===== src/rtl/dcm_pkg.sv =====
// Shared encodings for the data-cache maintenance engine.
package dcm_pkg;
    typedef enum logic [1:0] {ST_IDLE, ST_WALK, ST_WB} eng_state_t;
    localparam logic [31:0] FLUSH_WORD   = 32'hFC000073;
    localparam logic [31:0] DISCARD_WORD = 32'hFC200073;
    localparam logic [31:0] RS1_FIELD    = 32'h000F8000;
    localparam logic [1:0]  PRIV_MACHINE = 2'b11;
endpackage


===== src/rtl/dcm_decode.sv =====
// Classifies an instruction word as one of the maintenance commands.
// Assumes the word is stable while cmd_valid is high; purely combinational.
module dcm_decode
    import dcm_pkg::*;
(
    input  logic [31:0] insn,
    output logic        known_op,
    output logic        discard_op,
    output logic        whole_cache
);
    logic [31:0] masked;

    // Strip the register field and compare against the two base words.
    always_comb begin
        masked      = insn & ~RS1_FIELD;
        known_op    = (masked == FLUSH_WORD) || (masked == DISCARD_WORD);
        discard_op  = (masked == DISCARD_WORD);
        whole_cache = ((insn & RS1_FIELD) == 32'h0);
    end
endmodule


===== src/rtl/dcm_tag_store.sv =====
// Tag, valid and dirty state of a direct-mapped cache with one line per set.
// Assumes the access port and the invalidate port are never active together.
module dcm_tag_store #(
    parameter int ADDR_W = 32,
    parameter int OFFS_W = 5,
    parameter int IDX_W  = 3
) (
    input  logic              clk,
    input  logic              rst_n,
    input  logic              acc_en,
    input  logic              acc_write,
    input  logic [ADDR_W-1:0] acc_addr,
    output logic              probe_hit,
    output logic              probe_dirty,
    input  logic [IDX_W-1:0]  rd_idx,
    output logic              rd_valid,
    output logic              rd_dirty,
    output logic [ADDR_W-OFFS_W-IDX_W-1:0] rd_tag,
    input  logic              inv_en,
    input  logic [IDX_W-1:0]  inv_idx
);
    localparam int SETS  = 1 << IDX_W;
    localparam int TAG_W = ADDR_W - OFFS_W - IDX_W;

    logic [SETS-1:0]  valid_r;
    logic [SETS-1:0]  dirty_r;
    logic [TAG_W-1:0] tag_r [SETS];
    logic [IDX_W-1:0] acc_idx;
    logic [TAG_W-1:0] acc_tag;
    logic             acc_hit;

    // Split the access address and look it up.
    always_comb begin
        acc_idx     = acc_addr[OFFS_W +: IDX_W];
        acc_tag     = acc_addr[ADDR_W-1 -: TAG_W];
        acc_hit     = valid_r[acc_idx] && (tag_r[acc_idx] == acc_tag);
        probe_hit   = acc_hit;
        probe_dirty = acc_hit && dirty_r[acc_idx];
        rd_valid    = valid_r[rd_idx];
        rd_dirty    = dirty_r[rd_idx];
        rd_tag      = tag_r[rd_idx];
    end

    // Update line state from accesses and maintenance invalidates.
    always_ff @(posedge clk) begin
        if (!rst_n) begin
            valid_r <= '0;
            dirty_r <= '0;
        end else if (acc_en) begin
            valid_r[acc_idx] <= 1'b1;
            tag_r[acc_idx]   <= acc_tag;
            dirty_r[acc_idx] <= acc_write || (acc_hit && dirty_r[acc_idx]);
        end else if (inv_en) begin
            valid_r[inv_idx] <= 1'b0;
            dirty_r[inv_idx] <= 1'b0;
        end
    end
endmodule


===== src/rtl/dcm_walker.sv =====
// Maintenance sequencer: accepts a decoded command, checks privilege and
// permission before touching the cache, then visits sets in ascending order
// and writes back dirty lines for flushes. Assumes wb_ack only while wb_req.
module dcm_walker
    import dcm_pkg::*;
#(
    parameter int ADDR_W = 32,
    parameter int OFFS_W = 5,
    parameter int IDX_W  = 3
) (
    input  logic              clk,
    input  logic              rst_n,
    input  logic              cmd_valid,
    input  logic [ADDR_W-1:0] cmd_addr,
    input  logic [1:0]        cmd_priv,
    input  logic              perm_writable,
    input  logic              perm_cacheable,
    input  logic              known_op,
    input  logic              discard_op,
    input  logic              whole_cache,
    output logic [IDX_W-1:0]  rd_idx,
    input  logic              rd_valid,
    input  logic              rd_dirty,
    input  logic [ADDR_W-OFFS_W-IDX_W-1:0] rd_tag,
    output logic              inv_en,
    output logic [IDX_W-1:0]  inv_idx,
    output logic              wb_req,
    output logic [ADDR_W-1:0] wb_addr,
    input  logic              wb_ack,
    output logic              busy,
    output logic              done,
    output logic              illegal_insn,
    output logic              store_fault
);
    localparam int TAG_W = ADDR_W - OFFS_W - IDX_W;

    eng_state_t       state;
    logic [IDX_W-1:0] cur_idx, last_idx;
    logic [TAG_W-1:0] tgt_tag;
    logic             whole_q, discard_q;
    logic             done_q, ill_q, flt_q;
    logic             line_match, need_wb, advance;

    // Decide what the current set needs and whether the walk moves on.
    always_comb begin
        line_match = rd_valid && (whole_q || rd_tag == tgt_tag);
        need_wb    = line_match && !discard_q && rd_dirty;
        inv_en     = 1'b0;
        advance    = 1'b0;
        case (state)
            ST_WALK: if (!need_wb) begin
                inv_en  = line_match;
                advance = 1'b1;
            end
            ST_WB: if (wb_ack) begin
                inv_en  = 1'b1;
                advance = 1'b1;
            end
            default: ;
        endcase
    end

    assign rd_idx       = cur_idx;
    assign inv_idx      = cur_idx;
    assign wb_req       = (state == ST_WB);
    assign wb_addr      = {rd_tag, cur_idx, {OFFS_W{1'b0}}};
    assign busy         = (state != ST_IDLE);
    assign done         = done_q;
    assign illegal_insn = ill_q;
    assign store_fault  = flt_q;

    // Command acceptance, walk sequencing and response pulses.
    always_ff @(posedge clk) begin
        if (!rst_n) begin
            state     <= ST_IDLE;
            cur_idx   <= '0;
            last_idx  <= '0;
            tgt_tag   <= '0;
            whole_q   <= 1'b0;
            discard_q <= 1'b0;
            done_q    <= 1'b0;
            ill_q     <= 1'b0;
            flt_q     <= 1'b0;
        end else begin
            done_q <= 1'b0;
            ill_q  <= 1'b0;
            flt_q  <= 1'b0;
            if (state == ST_IDLE) begin
                if (cmd_valid) begin
                    if (!known_op || cmd_priv != PRIV_MACHINE) begin
                        ill_q <= 1'b1;
                    end else if (!whole_cache && !perm_writable) begin
                        flt_q <= 1'b1;
                    end else if (!whole_cache && !perm_cacheable) begin
                        done_q <= 1'b1;
                    end else begin
                        state     <= ST_WALK;
                        whole_q   <= whole_cache;
                        discard_q <= discard_op;
                        tgt_tag   <= cmd_addr[ADDR_W-1 -: TAG_W];
                        cur_idx   <= whole_cache ? '0 : cmd_addr[OFFS_W +: IDX_W];
                        last_idx  <= whole_cache ? '1 : cmd_addr[OFFS_W +: IDX_W];
                    end
                end
            end else if (advance) begin
                if (cur_idx == last_idx) begin
                    state  <= ST_IDLE;
                    done_q <= 1'b1;
                end else begin
                    cur_idx <= cur_idx + 1'b1;
                    state   <= ST_WALK;
                end
            end else if (state == ST_WALK && need_wb) begin
                state <= ST_WB;
            end
        end
    end
endmodule


===== src/rtl/dcache_maint_engine.sv =====
// Top level: decoder, sequencer and tag store of the data-cache maintenance
// engine. Accesses are taken only while the sequencer is idle.
module dcache_maint_engine #(
    parameter int ADDR_W = 32,
    parameter int OFFS_W = 5,
    parameter int IDX_W  = 3
) (
    input  logic              clk,
    input  logic              rst_n,
    input  logic              cmd_valid,
    input  logic [31:0]       cmd_insn,
    input  logic [ADDR_W-1:0] cmd_addr,
    input  logic [1:0]        cmd_priv,
    input  logic              perm_writable,
    input  logic              perm_cacheable,
    output logic              busy,
    output logic              done,
    output logic              illegal_insn,
    output logic              store_fault,
    input  logic              acc_valid,
    input  logic              acc_write,
    input  logic [ADDR_W-1:0] acc_addr,
    output logic              probe_hit,
    output logic              probe_dirty,
    output logic              wb_req,
    output logic [ADDR_W-1:0] wb_addr,
    input  logic              wb_ack
);
    localparam int TAG_W = ADDR_W - OFFS_W - IDX_W;

    logic             known_op, discard_op, whole_cache;
    logic [IDX_W-1:0] rd_idx, inv_idx;
    logic             rd_valid, rd_dirty, inv_en;
    logic [TAG_W-1:0] rd_tag;

    dcm_decode u_dec (
        .insn        (cmd_insn),
        .known_op    (known_op),
        .discard_op  (discard_op),
        .whole_cache (whole_cache)
    );

    dcm_walker #(.ADDR_W(ADDR_W), .OFFS_W(OFFS_W), .IDX_W(IDX_W)) u_walk (
        .clk, .rst_n, .cmd_valid, .cmd_addr, .cmd_priv,
        .perm_writable, .perm_cacheable,
        .known_op, .discard_op, .whole_cache,
        .rd_idx, .rd_valid, .rd_dirty, .rd_tag,
        .inv_en, .inv_idx,
        .wb_req, .wb_addr, .wb_ack,
        .busy, .done, .illegal_insn, .store_fault
    );

    dcm_tag_store #(.ADDR_W(ADDR_W), .OFFS_W(OFFS_W), .IDX_W(IDX_W)) u_tags (
        .clk, .rst_n,
        .acc_en    (acc_valid && !busy),
        .acc_write, .acc_addr, .probe_hit, .probe_dirty,
        .rd_idx, .rd_valid, .rd_dirty, .rd_tag,
        .inv_en, .inv_idx
    );
endmodule


===== config.mk =====
export PLATFORM = sky130hd
export DESIGN_NAME = dcache_maint_engine
export DESIGN_NICKNAME = d
export VERILOG_FILES = /design/src/rtl/dcm_pkg.sv /design/src/rtl/dcm_decode.sv /design/src/rtl/dcm_tag_store.sv /design/src/rtl/dcm_walker.sv /design/src/rtl/dcache_maint_engine.sv
export SDC_FILE = /design/constraint.sdc
export NUM_CORES = 1
export LEC_CHECK = 0
export ABC_AREA = 1
export ABC_CLOCK_PERIOD_IN_PS = 2930
export BUFFER_PORTS_ARGS = -buffer_cell sky130_fd_sc_hd__clkbuf_2
export CORE_UTILIZATION = 23
export CTS_CLUSTER_DIAMETER = 30
export CTS_CLUSTER_SIZE = 14
export DETAILED_ROUTE_END_ITERATION = 12
export SLEW_MARGIN = 10
export SYNTH_ARGS = -nofsm -noshare
export SYNTH_HDL_FRONTEND = slang
export SYNTH_SLANG_ARGS = --single-unit

===== constraint.sdc =====
create_clock -name clk -period 2.93 [get_ports clk]
set_clock_uncertainty 0.15 [all_clocks]
set_input_delay 0.293 -clock clk [delete_from_list [all_inputs] [get_ports clk]]
set_output_delay 0.293 -clock clk [all_outputs]
set_load 0.005 [all_outputs]

==> summary.txt <==
STA
  • Fin. Hold Viols: 0
  • Pins Over Slew Limit: 0
  • Worst slew pin tran: 0.751 ns
  • Maximum clock frequency: 0.320 GHz
  • Rel. slew slack: 0.498
  • Unrepaired setup endpoints after global routing: true
  • Final setup fails: 23
  • Fin crit period: 3.13 ns
  • Crit share post-route: 1.07
  • Setup ws final: -0.196 ns

Power and ir drop
  • Leakage: 0.00835 uW
  • Internal power: 8350 uW
  • Clock network power share: 0.583
  • P_sw: 2620 uW
  • Sw frac: 0.239
  • Seq pwr share: 0.351
  • Tot Pwr: 11,000 uW
  • Cell Pwr Density: 567 mW/mm^2
  • Peak supply drop: 421 uV
  • Logic pwr share: 0.066

Routing
  • Final WL: 48.8 mm
  • Via count: 13,200
  • DRT iter0 DRCs: 1,317
  • Post-route antenna net violation count: 0
  • Post-route DRC: 0
  • WL/cell: 17.5 microns
  • DRT Pass-1 Iters: 5
  • Vias per inst: 4.72

Synth
  • Synth cell types: 41
  • Mapped cell area: 0.0134 sq mm
  • Post-Syn Area per Cell: 8.05 sq um
  • Share of the synthesized area in the top cell type: 0.431
  • Top post-synthesis cells by area: edfxtp_1 (43%), nand2_1 (12%), dfxtp_1 (8.4%)
  • Seq cells post-synth: 248
  • Post-synthesis cell count: 1,661
  • Synth area leader: edfxtp_1
  • Sequential share of the synthesized area: 0.515
  • Synth warn: 0

CTS
  • Clk buf depth: 3
  • # H-tree levels: 2
  • Sink Count: 248
  • CTS tree: built
  • Clock Tree Root: clkbuf_16
  • Clock transition at the registers of the reported paths: 0.04 ns
  • CTS Buf Count: 55
  • Clk_lat worst skew: 0.63 ns

Min path
  • Hold path endpoint: u_walk.tgt_tag[15]
  • Hold Startpoint: cmd_addr[23]
  • Hold path cells: 4
  • Worst hold path class: primary input to flop

Critical path
  • Critical Path Max Stage Delay: 0.48 ns
  • CP max-delay cell: dfxtp_4
  • R2R depth: 21
  • Crit start category: flop
  • FF-to-FF setup slack: -0.20 ns
  • Arrival time worst endpoint: 3.49 ns
  • Crit end category: flop
  • Reg2Reg Capture Point: u_tags.dirty_r[3]
  • Worst path cell trace: buf_12 > buf_12 > buf_6 > nand2_1 > nand3_1 > nand3_2 > nand3_2 > nand2_2 > nor2_4 > nand2_2 > nor2_4 > nand3_4 > nand2_2 > buf_6 > nand2_4 > a21oi_4 > nand3_4 > buf_12 > nand3_2 > nand2_1 > nor2_1
  • CP Class: flop to flop
  • Required time worst endpoint: 3.29 ns
  • Worst-path fanout max: 7

Layout
  • Fin nets: 2,102
  • Fraction of layout cells with a size suffix above 1: 0.271
  • Fillers: 5,765
  • Ant diodes: 0
  • Synth-to-Final Area Change: 44.8%

Floorplanning
  • Starting density of the core: 0.235
  • Num ports: 145
  • Core area: 0.0569 sq mm
  • Full die area: 0.0591 sq mm
  • Row Count: 87
  • Die Y: 243 microns
  • Die W: 243 microns

Global routing
  • Largest net degree at the start of global routing: 39
  • GR Overflow Total: 0
  • Number of global-route vias before repair: 12,500
  • Antenna violations before repair: 2
  • GRT Total Usage: 0.159
  • First-pass GRT wire length: 72.6 mm

Placed design
  • PortBufs: 129
  • Worst slack, placed: -0.342 ns
  • GPL Wtd Cong: 0.908
  • Hpwl dp: 32.7 mm

Outcome
  • Status: complete, but fails checks
  • Failing checks: setup timing

Flow run
  • Maximum capacitance violations: 0
-- logic make-up (layout without fill, tap and decap cells) --
family / Yosys count / after routing / share of synthesized area
flip-flops: 248 / 248 / 0.515
AO/OA/AOI/OAI: 225 / 225 / 0.100
AND/OR/NAND/NOR: 797 / 797 / 0.257
adder cells (fa/ha/maj): 4 / 4 / 0.00374
buffers and inverters: 381 / 754 / 0.120
XOR/XNOR: 5 / 5 / 0.00328
other: 1 / 5 / 0.000281
-- layout by cell type, fill, tap and decap left out, types with 39 or more instances in the layout --
cell type      instances
o21ai_0               50
dlygate4sd3_1         56
edfxtp_1             192
nand2_1              371
a21oi_1               41
clkbuf_16             57
clkbuf_2             128
o22ai_1               63
nand3_1              157
nand2_2               39
inv_1                294
dfxtp_1               54
buf_4                120
nor2_1                90
-- routing by layer --
metal	global-route usage	part of all wire	vias to the layer above
met5	0	0.00027	-
met4	0.0566	0.025	2
met3	0.0305	0.090	104
met2	0.251	0.46	676
met1	0.217	0.43	6241
li1	-	-	6175
-- Yosys cell counts (all sizes together) --
cell / number
dfxtp: 56
inv: 301
nor3: 20
nor3b: 2
o31ai: 1
o22ai: 70
conb: 1
a21oi: 54
a21o: 6
and2: 1
o221ai: 1
nand2: 416
a221oi: 2
or4: 1
nand3: 195
buf: 60
a22oi: 11
clkbuf: 17
or2: 5
o211ai: 10
o2bb2ai: 2
nor4: 9
a211oi: 6
o22a: 1
o21ai: 58
ha: 4
o2111ai: 3
xor2: 5
clkinv: 3
nor2: 120
nand4: 26
edfxtp: 192
nand3b: 2
-- power by group through the flow --
| stage | sequential (uW) | combinational, uW | clock [uW] |
|---|---|---|---|
| after CTS | 3850 | 673 | 6470 |
| final | 3850 | 721 | 6400 |
| after global routing | 3850 | 778 | 6670 |
| after detailed placement | 3910 | 598 | 0 |
| after floorplan | 3910 | 292 | 0 |
| after global placement | 3910 | 590 | 0 |
-- repair_timing --
action	4_1_cts	5_1_grt
gates cloned	6	2
hold endpoints to repair	222	0
buffers inserted	10	7
resized for setup	78	107
pin swaps	23	46
hold buffers	56	0
endpoints found under the setup margin	26	26
-- cell type report --
class	instances	area, sq um	share of cell area
well taps	756	946	0.0489
clock inverters	39	518	0.0268
flip-flops and latches	248	6890	0.356
inverters	304	1150	0.0595
multi-input cells	1036	5520	0.285
clock buffers	64	1430	0.0739
repair buffers	347	2890	0.149
-- stage by stage --
stage	cell area (sq um)	hold WS [ns]	setup TNS [ns]	utilization	cells
5_1_grt	19400	0.0480	-5.83	0.340	2794
3_5_place_dp	15800	0.312	-5.71	0.278	2612
6_report	19400	0.0251	-3.17	0.340	2794
2_1_floorplan	13400	0.242	-6.45	-	1665
3_3_place_gp	15800	0.308	-3.98	0.278	2612
4_1_cts	18900	0.0280	-1.79	0.332	2786
-- worst max-delay path, delay by kind of cell, from the launching register on --
kind            cells  cell delay [ns]
simple gates       15             1.50
flops               1             0.48
compound gates      1             0.17
buf+inv             5             0.74
-- sequential cells by signal, summed over array words and instances, names as in the netlist, named ones only --
signal	cells
u_tags.tag_r	192
u_walk.inv_idx	3
u_walk.whole_q	1
u_walk.last_idx	3
u_walk.tgt_tag	24
u_tags.valid_r	8
u_walk.illegal_insn	1
u_walk.discard_q	1
u_walk.state	2
u_tags.dirty_r	8
u_walk.store_fault	1
u_walk.done	1
-- worst max path at each step --
stage | from | to | slack, ns
2_1_floorplan | u_walk.state[0] | u_tags.tag_r[0][0] | -0.03
3_3_place_gp | flop | flop | -0.31
3_5_place_dp | flop | flop | -0.34
4_1_cts | flop | u_tags.dirty_r[5] | -0.14
5_1_grt | flop | u_tags.dirty_r[0] | -0.30
6_report | flop | u_tags.dirty_r[3] | -0.20
Note: power is estimated with default switching activity, not from simulation.
